File: src/rtl/adc_serial_reader.sv
module adc_serial_reader #(
  parameter int HALF_DIV   = 2,
  parameter int FRAME_CLKS = 16,
  parameter int LEAD_CLKS  = 2,
  parameter int HI_BITS    = 14,
  parameter int LO_BITS    = 12,
  parameter int OUT_W      = 16
) (
  input  logic             clk,
  input  logic             rst_n,
  input  logic             start_i,
  input  logic             mode12_i,
  input  logic             sdo_i,
  output logic             conv_o,
  output logic             sck_o,
  output logic             busy_o,
  output logic [OUT_W-1:0] data_o,
  output logic             valid_o
);
  localparam int CW      = HALF_DIV > 1 ? $clog2(HALF_DIV) : 1;
  localparam int LAST_H  = 2*FRAME_CLKS + 1;
  localparam int HW      = $clog2(LAST_H + 1);
  localparam int FIRST_K = LEAD_CLKS + 1;

  logic               busy_q, m12_q;
  logic [CW-1:0]      cnt_q;
  logic [HW-1:0]      h_q;
  logic [HI_BITS-1:0] sh_q;

  wire              half_end = cnt_q == CW'(HALF_DIV-1);
  wire [HW-1:0]     k        = h_q >> 1;
  wire [HW-1:0]     nb       = m12_q ? HW'(LO_BITS) : HW'(HI_BITS);
  wire              fall     = busy_q && half_end && !h_q[0] && h_q >= HW'(2);
  wire              take     = fall && k >= HW'(FIRST_K) && k < HW'(FIRST_K) + nb;
  wire              last     = take && k == HW'(FIRST_K) + nb - HW'(1);
  wire [HI_BITS-1:0] sh_d    = {sh_q[HI_BITS-2:0], sdo_i};

  assign busy_o = busy_q;
  assign conv_o = busy_q && h_q < HW'(2);
  assign sck_o  = busy_q && h_q >= HW'(2) && !h_q[0];

  always_ff @(posedge clk) begin
    if (!rst_n) begin
      busy_q  <= 1'b0;
      m12_q   <= 1'b0;
      cnt_q   <= '0;
      h_q     <= '0;
      sh_q    <= '0;
      data_o  <= '0;
      valid_o <= 1'b0;
    end else begin
      valid_o <= 1'b0;
      if (!busy_q) begin
        if (start_i) begin
          busy_q <= 1'b1;
          m12_q  <= mode12_i;
          cnt_q  <= '0;
          h_q    <= '0;
          sh_q   <= '0;
        end
      end else begin
        if (take) sh_q <= sh_d;
        if (last) begin
          data_o  <= OUT_W'(sh_d);
          valid_o <= 1'b1;
        end
        if (half_end) begin
          cnt_q <= '0;
          if (h_q == HW'(LAST_H)) busy_q <= 1'b0;
          else h_q <= h_q + HW'(1);
        end else begin
          cnt_q <= cnt_q + CW'(1);
        end
      end
    end
  end
endmodule


File: config.mk
export PLATFORM = sky130hd
export DESIGN_NAME = adc_serial_reader
export DESIGN_NICKNAME = d
export VERILOG_FILES = /design/src/rtl/adc_serial_reader.sv
export SDC_FILE = /design/constraint.sdc
export NUM_CORES = 1
export LEC_CHECK = 0
export BUFFER_PORTS_ARGS = -buffer_cell sky130_fd_sc_hd__buf_2
export CAP_MARGIN = 10
export CORE_ASPECT_RATIO = 1.25
export CORE_MARGIN = 4
export CORE_UTILIZATION = 51
export CTS_BUF_LIST = sky130_fd_sc_hd__clkbuf_16
export DETAILED_ROUTE_END_ITERATION = 12
export PLACE_DENSITY = 0.81
export RECOVER_POWER = 100
export SYNTH_ARGS = -nofsm -noshare
export SYNTH_HDL_FRONTEND = slang
export SYNTH_SLANG_ARGS = --single-unit
File: constraint.sdc
create_clock -name clk -period 3.7 [get_ports clk]
set_input_delay 0.185 -clock clk [delete_from_list [all_inputs] [get_ports clk]]
set_output_delay 0.185 -clock clk [all_outputs]
set_load 0.01 [all_outputs]
* After elaboration in Yosys (flattened, before gate mapping)
Index checks and enable logic that the tools add are counted.
** Cells by class
- Add/sub/neg operators :: 4
- $lt $le $gt $ge :: 4
- Equality and inequality tests :: 5
- Muxes and demuxes :: 16
- Bitwise operators :: 1
- Reductions and logical operators :: 16
** Operators with widths (count)
- 2-to-1 mux 13 bit :: 3
- 2-to-1 mux 6 bit :: 4
- logical AND 1 bit :: 9
- 2-to-1 mux 1 bit :: 8
- AND reduction 2 bit :: 4
- adder 6 x 1 -> 6 bit (second input constant) :: 1
- equality test 5 x 6 -> 1 bit :: 1
- equality test 6 bit (second input constant) :: 1
- >= comparator 6 x 2 -> 1 bit (second input constant) :: 1
- < comparator 5 x 6 -> 1 bit :: 1
- < comparator 6 x 2 -> 1 bit (second input constant) :: 1
- subtractor 5 x 1 -> 6 bit (second input constant) :: 1
- adder 2 x 4 -> 5 bit (first input constant) :: 1
- >= comparator 5 x 2 -> 1 bit (second input constant) :: 1
- != test 2 x 1 -> 1 bit (second input constant) :: 2
- AND reduction 3 bit :: 1
- 2-to-1 mux 2 bit :: 1
- != test 2 bit (second input constant) :: 1
- nonzero test 2 bit :: 1
- adder 1 bit (second input constant) :: 1
- zero test 1 bit :: 1
- NOT 1 bit :: 1
** Word-level totals
- Register bits :: 37
- Input bits :: 5
- Output and inout port bits :: 20
- Word-level logic and storage cells :: 53

* Logic depth before layout (Yosys ltp)
Gate-level depths: netlist of the first run.
- Depth after elaboration :: 7
- Depth in mapped cells :: 7
- Depth with buffers taken out :: 6

* Worst setup path after synthesis of the first run
Ideal clock, no wire load.
- Path kind :: register to register
- From :: register m12_q
- To :: register data_o[10]
- Library setup time :: 0.119 ns
- Data arrival time :: 1.658 ns
- Required time :: 3.581 ns
- Setup slack :: 1.923 ns
- Cell stages (with the launch flop) :: 8
- Buffers on the path :: 1
- Path through :: dfxtp_1 > inv_1 > ha_1 > nand3_2 > nor4b_2 > nand4_4 > buf_8 > mux2i_1
** Between the ends
- Cells in the longest elaborated chain, start to end :: 6
- Elaborated cells between the ends (all ways) :: 8
** Ends and longest elaborated chain
- start, declared :: line 25 : logic busy_q, m12_q;
- start signal, assigned :: line 56 : m12_q <= mode12_i;
- 2-to-1 mux 2 bit * :: line 32 : wire [HW-1:0] nb = m12_q ? HW'(LO_BITS) : HW'(HI_BITS);
- adder 2 x 4 -> 5 bit * :: line 34, 35
- subtractor 5 x 1 -> 6 bit / < comparator 5 x 6 -> 1 bit (equally long branches) :: line 35, 34
- equality test 5 x 6 -> 1 bit / logical AND 1 bit (equally long branches) :: line 35, 34
- logical AND 1 bit * :: line 35 : wire last = take && k == HW'(FIRST_K) + nb - HW'(1);
- AND reduction 2 bit (no line) *
- end signal, assigned :: line 64 : data_o <= OUT_W'(sh_d);
- end, declared :: line 17 : output logic [OUT_W-1:0] data_o,
Mark *: on every way between the ends. The rest lies on a longest branch, timed or not.
A chain may end at the register's enable or synchronous reset.

* Worst setup path after layout of the first run
- From :: register m12_q
- To :: register sh_q[4]
** Between the ends
- Cells in the longest elaborated chain, start to end :: 6
** Ends and longest elaborated chain
- 2-to-1 mux 2 bit :: line 32
- adder 2 x 4 -> 5 bit :: line 34 : wire take = fall && k >= HW'(FIRST_K) && k < HW'(FIRST_K) + nb;
- < comparator 5 x 6 -> 1 bit :: line 34
- logical AND 1 bit :: line 34
- != test 2 x 1 -> 1 bit (no line)
- AND reduction 2 bit (no line)
- end signal, assigned :: line 48 : sh_q <= '0;
- end signal, assigned :: line 59 : sh_q <= '0;
- end signal, assigned :: line 62 : if (take) sh_q <= sh_d;
- end, declared :: line 28 : logic [HI_BITS-1:0] sh_q;
Every way passes these cells.

==> results of run 1 <==
==> layout by cell type, fill, tap and decap left out <==
| master | netlist | layout |
|---|---|---|
| sky130_fd_sc_hd__nand2b_1 | 1 | 1 |
| sky130_fd_sc_hd__and3_1 | 1 | 1 |
| sky130_fd_sc_hd__clkinv_2 | 0 | 1 |
| sky130_fd_sc_hd__buf_2 | 1 | 4 |
| sky130_fd_sc_hd__nand2_1 | 32 | 32 |
| sky130_fd_sc_hd__clkinv_1 | 0 | 2 |
| sky130_fd_sc_hd__a21oi_1 | 2 | 2 |
| sky130_fd_sc_hd__mux2i_1 | 29 | 29 |
| sky130_fd_sc_hd__o2111ai_1 | 0 | 1 |
| sky130_fd_sc_hd__a311oi_1 | 1 | 1 |
| sky130_fd_sc_hd__mux2_2 | 2 | 2 |
| sky130_fd_sc_hd__a21oi_2 | 1 | 1 |
| sky130_fd_sc_hd__a2111oi_1 | 1 | 1 |
| sky130_fd_sc_hd__nor2_1 | 14 | 14 |
| sky130_fd_sc_hd__inv_1 | 5 | 5 |
| sky130_fd_sc_hd__clkbuf_16 | 0 | 5 |
| sky130_fd_sc_hd__conb_1 | 1 | 2 |
| sky130_fd_sc_hd__xor2_1 | 3 | 3 |
| sky130_fd_sc_hd__clkbuf_1 | 6 | 18 |
| sky130_fd_sc_hd__a31oi_1 | 0 | 1 |
| sky130_fd_sc_hd__a211oi_1 | 1 | 1 |
| sky130_fd_sc_hd__a21o_1 | 1 | 1 |
| sky130_fd_sc_hd__and4_1 | 1 | 1 |
| sky130_fd_sc_hd__and2_1 | 2 | 2 |
| sky130_fd_sc_hd__nor4b_1 | 1 | 2 |
| sky130_fd_sc_hd__nand3_1 | 13 | 14 |
| sky130_fd_sc_hd__xnor2_1 | 1 | 1 |
| sky130_fd_sc_hd__ha_1 | 7 | 7 |
| sky130_fd_sc_hd__dfxtp_1 | 37 | 37 |
| sky130_fd_sc_hd__nand4_1 | 3 | 4 |
==> registers in the layout (all words and copies together) (netlist names) <==
register and count:
data_o 14, cnt_q 1, h_q 6, valid_o 1, m12_q 1, sh_q 13, busy_o 1
==> where the power goes <==
group | leakage, uW | internal [uW] | switching, uW
registers | 0.000299 | 401 | 3.25
clock network | 0.0000687 | 243 | 148
logic | 0.000490 | 8.48 | 20.9
total | 0.000857 | 653 | 172
==> how the worst min path moves through the flow <==
| stage | startpoint | endpoint | slack (ns) | depth (start not counted) |
|---|---|---|---|---|
| floorplan | mode12_i | m12_q | 0.33 | 2 |
| global placement | mode12_i | m12_q | 0.43 | 3 |
| detailed placement | mode12_i | m12_q | 0.45 | 3 |
| CTS | mode12_i | m12_q | 0.16 | 3 |
| global route | sdo_i | data_o[0] | 0.18 | 3 |
| finish | mode12_i | m12_q | 0.16 | 3 |
==> Yosys cell counts, drive strengths merged, types with 2 or more instances <==
library cell,instances
nand3,14
xor2,3
nor4b,2
dfxtp,37
clkbuf,6
ha,7
nand2,32
nor2,14
and2,2
inv,5
mux2i,29
buf,5
nand4,4
mux2,2
a21oi,3
==> per-stage QoR <==
step	setup slack (ns)	total power, uW	hold slack (ns)	instance area [um2]	cells
2_1_floorplan	1.923	439.5	0.3289	1720	177
3_3_place_gp	1.808	445.0	0.4327	1804	225
3_5_place_dp	1.732	445.5	0.4463	1804	225
4_1_cts	1.720	837.7	0.1574	1942	233
5_1_grt	0.8564	853.3	0.1836	1861	233
6_report	1.188	824.7	0.1596	1861	233
==> worst min-delay path: stages <==
cell,delay (ns)
sky130_fd_sc_hd__buf_2,0.08
sky130_fd_sc_hd__mux2i_1,0.06
sky130_fd_sc_hd__nor2_1,0.07
==> cell type report <==
type / instances / area (um2)
Fill cell: 293 / 1363
Multi-Input combinational cell: 124 / 829.5
Sequential cell: 37 / 740.7
Clock buffer: 5 / 125.1
Timing Repair Buffer: 22 / 87.58
Tap cell: 37 / 46.29
Inverter: 5 / 18.77
Clock inverter: 3 / 12.51
==> kinds of logic after synthesis <==
family / count (synthesis) / share of synthesized area [%]
other: 1 / 0.2184
AOI/OAI and AO/OA: 9 / 5.832
muxes: 31 / 18.22
adders and majority gates: 7 / 5.102
and+or+nand+nor: 71 / 20.12
xor gates and xnor gates: 4 / 2.041
buffers and inverters: 16 / 5.320
DFF: 37 / 43.15
==> per-layer routing <==
metal	part of all wire [%]	wire [um]
met1	45	1286
met2	50	1446
met3	3.4	99
met4	1.8	51
met5	0	0
==> impl_metrics.sql, run 1 <==
INSERT INTO impl_metrics (metric_group, metric, value, unit) VALUES
('outcome', 'run_status', 'finished, violations left', ''),
('outcome', 'violations', 'capacitance limit, slew limit', ''),
('critical_path', 'critical_path_buf_inv_count', '1', ''),
('critical_path', 'crit_path_start_kind', 'flip-flop', ''),
('yosys', 'ys_dominant_reg_cell', 'sky130_fd_sc_hd__dfxtp_1', ''),
('clock_network', 'ctsHtreeMaxLevel', '2', ''),
('power_and_ir_drop', 'power.static_leakage', '0.0008573', 'uW'),
('critical_path', 'worst-r2r-cell-count', '5', ''),
('critical_path', 'capture_point_of_the_worst_path', 'sh_q[4]', ''),
('critical_path', 'critical-path-slowest-cell', 'sky130_fd_sc_hd__o2111ai_1', ''),
('yosys', 'synth-seq-cells', '37', ''),
('yosys', 'async_flop_share', '0', '%'),
('critical_path', 'critPathMaxStageDelay', '1.27', 'ns'),
('critical_path', 'crit_family', 'compound AO/OA/AOI/OAI gates', ''),
('floorplanning', 'floorplan.rows', '23', ''),
('sta', 'post_route_fraction_of_the_period_consumed_by_the_critical_path', '67.91', '%'),
('yosys', 'synthDistinctLibCells', '32', ''),
('power_and_ir_drop', 'ir_drop', '0.0003402', 'V'),
('routing', 'viasPerCell', '5.262', ''),
('global_routing', 'grt_pass1_vias', '1190', ''),
('yosys', 'post_synth_instance_area', '1717', 'um2'),
('final_layout', 'final_util', '57.73', '%'),
('sta', 'slew_headroom', '-6.937', '%'),
('floorplanning', 'placeableCoreArea', '3223', 'um2'),
('global_routing', 'globalRouteMet1Util', '17.77', '%'),
('final_layout', 'synthToLayoutAreaGrowth', '8.382', '%'),
('critical_path', 'cp.depth', '5', ''),
('clock_network', 'postCtsSetupRepairBufs', '0', ''),
('clock_network', 'cts_buffers', '5', ''),
('floorplanning', 'initial_utilization', '53.26', '%'),
('floorplanning', 'die_area', '4364', 'um2'),
('clock_network', 'clk_latency', '0.28', 'ns'),
('final_layout', 'post_route_cells_drive_above_1_share', '6.633', '%'),
('yosys', 'synth_area_leaders', 'sky130_fd_sc_hd__dfxtp_1 (43%), sky130_fd_sc_hd__mux2i_1 (17%), sky130_fd_sc_hd__nand2_1 (7.0%)', ''),
('sta', 'final.setup_skew', '0.002600', 'ns'),
('clock_network', 'worst_setup_hold_path_clk_slew', '0.05', 'ns'),
('routing', 'ant_nets', '0', ''),
('critical_path', 'critPathKind', 'flip-flop to flip-flop', ''),
('clock_network', 'cts-root-to-sink-buffers', '2', ''),
('sta', 'setup_viol', '0', ''),
('clock_network', 'root_driver', 'sky130_fd_sc_hd__clkbuf_16', ''),
('critical_path', 'cp-startpoint', 'm12_q', ''),
('sta', 'grt_setup_unrepaired', 'false', ''),
('global_routing', 'global_route_overflow', '0', ''),
('clock_network', 'number_of_resized_instances_in_the_post_cts_repair_step', '0', ''),
('sta', 'max_slew.worst_pin.slew', '1.602', 'ns'),
('yosys', 'synth_top_area_cell', 'sky130_fd_sc_hd__dfxtp_1', ''),
('global_routing', 'grt_most_used_layer', 'met2', ''),
('floorplanning', 'design.portCount', '25', ''),
('routing', 'wl_per_cell', '12.38', 'um'),
('critical_path', 'crit_path_cell_trace', 'inv_1, ha_1, nand3_1, o2111ai_1, mux2i_1', ''),
('routing', 'wl', '2884', 'um'),
('placed_design', 'globalplace.congestion', '0.7865', ''),
('critical_path', 'regToRegStartpoint', 'm12_q', ''),
('final_layout', 'num_antenna_cells', '0', ''),
('global_routing', 'antenna_violations_before_repair', '0', ''),
('hold_path', 'hold_path_class', 'primary input to flip-flop', ''),
('sta', 'achievable-frequency', '0.3980', 'GHz'),
('global_routing', 'wire_length_of_the_first_global_routing_pass', '5181', 'um'),
('flow_run', 'maxCapViolations', '2', ''),
('placed_design', 'dp.final_hpwl', '2032', 'um'),
('power_and_ir_drop', 'cellPowerDensity', '443.2', 'nW/um2'),
('critical_path', 'required', '3.88', 'ns'),
('critical_path', 'rr_endpoint', 'sh_q[4]', ''),
('clock_network', 'hold_buffer_count_at_cts', '0', ''),
('yosys', 'postSynthCellCount', '176', ''),
('sta', 'timing_max_transition_violations_final', '58', ''),
('floorplanning', 'die-width', '59.89', 'um'),
('yosys', 'synth_enable_flop_cells', '0', ''),
('yosys', 'avgSynthCellArea', '9.754', 'um2'),
('global_routing', 'gr_usage_total', '15.51', '%');
(Power assumes the default switching activity.)
==> run 2, diff against run 1 <==
--- a/config.mk
+++ b/config.mk
@@ -9,10 +9,10 @@
 export CAP_MARGIN = 10
 export CORE_ASPECT_RATIO = 1.25
 export CORE_MARGIN = 4
-export CORE_UTILIZATION = 51
+export CORE_UTILIZATION = 50
 export CTS_BUF_LIST = sky130_fd_sc_hd__clkbuf_16
 export DETAILED_ROUTE_END_ITERATION = 12
-export PLACE_DENSITY = 0.81
+export PLACE_DENSITY = 0.83
 export RECOVER_POWER = 100
 export SYNTH_ARGS = -nofsm -noshare
 export SYNTH_HDL_FRONTEND = slang
==> constraint.sdc (replaced) <==
create_clock -name clk -period 2.1 [get_ports clk]
set_input_delay 0.105 -clock clk [delete_from_list [all_inputs] [get_ports clk]]
set_output_delay 0.105 -clock clk [all_outputs]
set_load 0.01 [all_outputs]
==> run 2 against run 1 <==
The flow now finishes without violations. Final cell count increased by 1.3%. Design area increased by 3.7%. Count of clock-buffer cells in the layout unchanged. First-iteration DRC count decreased by 24%. Critical path depth increased by 1. Global-route usage increased by 0.19 points. Setup slack got worse by 1.0 ns. Power increased by 75%. Critical endpoint is now sh_q[11]. Largest power group unchanged.
==> impl_metrics.sql, run 2 (same netlist as run 1, synthesis figures left out) <==
INSERT INTO impl_metrics (metric_group, metric, value, unit) VALUES
('final_layout', 'leading_cell_type_in_the_layout_fill_and_taps_excluded', 'sky130_fd_sc_hd__dfxtp_1', ''),
('routing', 'vias', '1263', ''),
('critical_path', 'crit_family', 'compound AO/OA/AOI/OAI gates', ''),
('floorplanning', 'floorplan.die.height', '73.51', 'um'),
('clock_network', 'clock_sinks', '37', ''),
('sta', 'timing_max_transition_violations_final', '0', ''),
('sta', 'max_slew.worst_pin.slew', '0.5799', 'ns'),
('power_and_ir_drop', 'ir_drop', '0.0006696', 'V'),
('routing', 'viasPerCell', '5.352', ''),
('sta', 'fin_crit', '1.946', 'ns'),
('critical_path', 'critPathKind', 'flip-flop to flip-flop', ''),
('critical_path', 'critPathCaptureType', 'flip-flop', ''),
('flow_run', 'maxCapViolations', '0', ''),
('final_layout', 'post_layout_nonfiller_instances', '236', ''),
('hold_path', 'hold_path_class', 'primary input to flip-flop', ''),
('clock_network', 'hold_buffer_count_at_cts', '0', ''),
('sta', 'achievable-frequency', '0.5140', 'GHz'),
('global_routing', 'wire_length_of_the_first_global_routing_pass', '5161', 'um'),
('power_and_ir_drop', 'p_sw', '298.2', 'uW'),
('sta', 'setup_total_negative_slack', '0', 'ns'),
('sta', 'slew_headroom', '61.32', '%'),
('power_and_ir_drop', 'power.switching_fraction', '20.60', '%'),
('routing', 'wl', '3122', 'um'),
('global_routing', 'grt_pass1_vias', '1181', ''),
('floorplanning', 'initial_utilization', '52.79', '%'),
('final_layout', 'synthToLayoutAreaGrowth', '12.39', '%'),
('critical_path', 'critPathMaxStageDelay', '0.36', 'ns'),
('global_routing', 'global_route_overflow', '0', ''),
('placed_design', 'globalplace.congestion', '0.8984', ''),
('sta', 'grt_setup_unrepaired', 'false', ''),
('placed_design', 'port_buffers', '22', ''),
('power_and_ir_drop', 'internal-power', '1149', 'uW'),
('clock_network', 'clk_latency', '0.28', 'ns'),
('critical_path', 'crit_path_cell_trace', 'inv_1, ha_1, a21o_1, a21oi_2, o2111ai_4, mux2i_1', ''),
('placed_design', 'dp.final_hpwl', '2186', 'um'),
('sta', 'final.setup_skew', '0.001206', 'ns'),
('power_and_ir_drop', 'power.share.sequential', '49.3', '%'),
('critical_path', 'crit_path_start_kind', 'flip-flop', ''),
('final_layout', 'num_antenna_cells', '0', ''),
('clock_network', 'cts-root-to-sink-buffers', '2', ''),
('final_layout', 'max_flop_register', 'data_o', ''),
('power_and_ir_drop', 'clockPowerShare', '46.7', '%'),
('routing', 'firstDrtPassIters', '4', ''),
('sta', 'setup_viol', '0', ''),
('critical_path', 'critical_path_buf_inv_count', '1', ''),
('critical_path', 'critical-path-slowest-cell', 'sky130_fd_sc_hd__o2111ai_4', ''),
('global_routing', 'largest_net_degree_at_the_start_of_global_routing', '31', ''),
('routing', 'drt-initial-drc-count', '32', ''),
('critical_path', 'required', '2.29', 'ns'),
('final_layout', 'top_regs', 'data_o: 14 flops, sh_q: 13 flops, h_q: 6 flops', ''),
('sta', 'post_route_fraction_of_the_period_consumed_by_the_critical_path', '92.64', '%'),
('clock_network', 'cts_buffers', '5', ''),
('global_routing', 'gr_usage_total', '15.69', '%'),
('final_layout', 'num-nets-final', '211', ''),
('clock_network', 'ctsHtreeMaxLevel', '2', ''),
('power_and_ir_drop', 'power.static_leakage', '0.0008899', 'uW'),
('final_layout', 'most-common-layout-cells', 'sky130_fd_sc_hd__dfxtp_1 (37), sky130_fd_sc_hd__nand2_1 (32), sky130_fd_sc_hd__mux2i_1 (29)', ''),
('outcome', 'run_status', 'complete, no violations', ''),
('final_layout', 'post_route_cells_drive_above_1_share', '10.05', '%'),
('floorplanning', 'design.portCount', '25', ''),
('power_and_ir_drop', 'cellPowerDensity', '750.1', 'nW/um2'),
('global_routing', 'antenna_violations_before_repair', '0', ''),
('sta', 'hold_violations', '0', ''),
('power_and_ir_drop', 'comb_power_share', '4.0', '%'),
('floorplanning', 'die-width', '60.41', 'um'),
('clock_network', 'root_driver', 'sky130_fd_sc_hd__clkbuf_16', ''),
('floorplanning', 'die_area', '4441', 'um2'),
('critical_path', 'path_max_fanout', '13', ''),
('final_layout', 'max_reg_flops', '14', ''),
('routing', 'ant_nets', '0', ''),
('floorplanning', 'placeableCoreArea', '3252', 'um2'),
('clock_network', 'number_of_resized_instances_in_the_post_cts_repair_step', '0', ''),
('routing', 'wl_per_cell', '13.23', 'um'),
('critical_path', 'cp_data_arrival_time', '2.14', 'ns'),
('placed_design', 'dp.cells', '228', ''),
('routing', 'detail_route.drc_violations', '0', ''),
('clock_network', 'worst_setup_hold_path_clk_slew', '0.05', 'ns'),
('floorplanning', 'floorplan.rows', '23', ''),
('clock_network', 'tritoncts', 'yes', '');
[run 2: cell count changes in the layout (fill, tap and decap cells not counted), sizes merged]
| cell | before | now |
|---|---|---|
| buf | 4 | 7 |
| clkinv | 3 | 1 |
| inv | 5 | 6 |
| clkbuf | 23 | 24 |
[run 2: worst reg2reg max path, cell delays in order, from the launching register on]
cell and delay (ns):
sky130_fd_sc_hd__dfxtp_1 0.35, sky130_fd_sc_hd__inv_1 0.09, sky130_fd_sc_hd__ha_1 0.33, sky130_fd_sc_hd__a21o_1 0.18, sky130_fd_sc_hd__a21oi_2 0.25, sky130_fd_sc_hd__o2111ai_4 0.36
sky130_fd_sc_hd__mux2i_1 0.29
[run 2: routing by layer]
| metal | vias to the layer above | global-route usage [%] | wire length (um) |
|---|---|---|---|
| met5 | - | 0 | 0 |
| met1 | 594 | 16.14 | 1274 |
| met4 | 0 | 7.952 | 61 |
| met3 | 6 | 4.745 | 123 |
| met2 | 20 | 28.00 | 1663 |
| li1 | 643 | - | - |
[run 2: what timing repair did]
| action | CTS | global route |
|---|---|---|
| setup buffers | 0 | 1 |
| endpoints found under the hold margin | 0 | 0 |
| endpoints found under the setup margin | 0 | 4 |
[run 2: path summary, 6_finish.rpt]
kind	slack, ns	cells after the start	end	start
setup / recovery	0.15	6	sh_q[11]	m12_q
hold / removal	0.07	3	m12_q	mode12_i
setup reg to reg	0.15	6	sh_q[11]	m12_q
hold reg to reg	0.46	2	data_o[13]	sh_q[12]
[run 2: power by group through the flow]
| stage | logic (uW) | clock network [uW] | registers, uW |
|---|---|---|---|
| 6_report | 58.2 | 676 | 713 |
| 5_1_grt | 64.6 | 721 | 714 |
| 4_1_cts | 60.0 | 689 | 714 |
| 3_5_place_dp | 59.9 | 0 | 728 |
| 3_3_place_gp | 58.8 | 0 | 728 |
| 2_1_floorplan | 47.1 | 0 | 727 |
[run 2: area by class of cell]
class / instances / area, um2
clock buffers: 5 / 125.1
clock inverters: 2 / 7.507
fillers: 297 / 1323
inverters: 5 / 18.77
multi-input cells: 124 / 879.6
flip-flops and latches: 37 / 740.7
well taps: 37 / 46.29
repair buffers: 26 / 111.4
[run 2: through the flow]
stage,cell area [um2],total power (uW),hold WS (ns),setup slack [ns],utilization (%)
after floorplan,1720,774.3,0.2489,0.3232,-
after global placement,1827,786.6,0.3532,0.2059,56.18
after detailed placement,1827,788.1,0.3589,0.09586,56.18
after CTS,1959,1463,0.07216,0.07734,60.25
after global routing,1929,1499,0.09347,0.01711,59.33
final,1929,1447,0.07246,0.1545,59.33
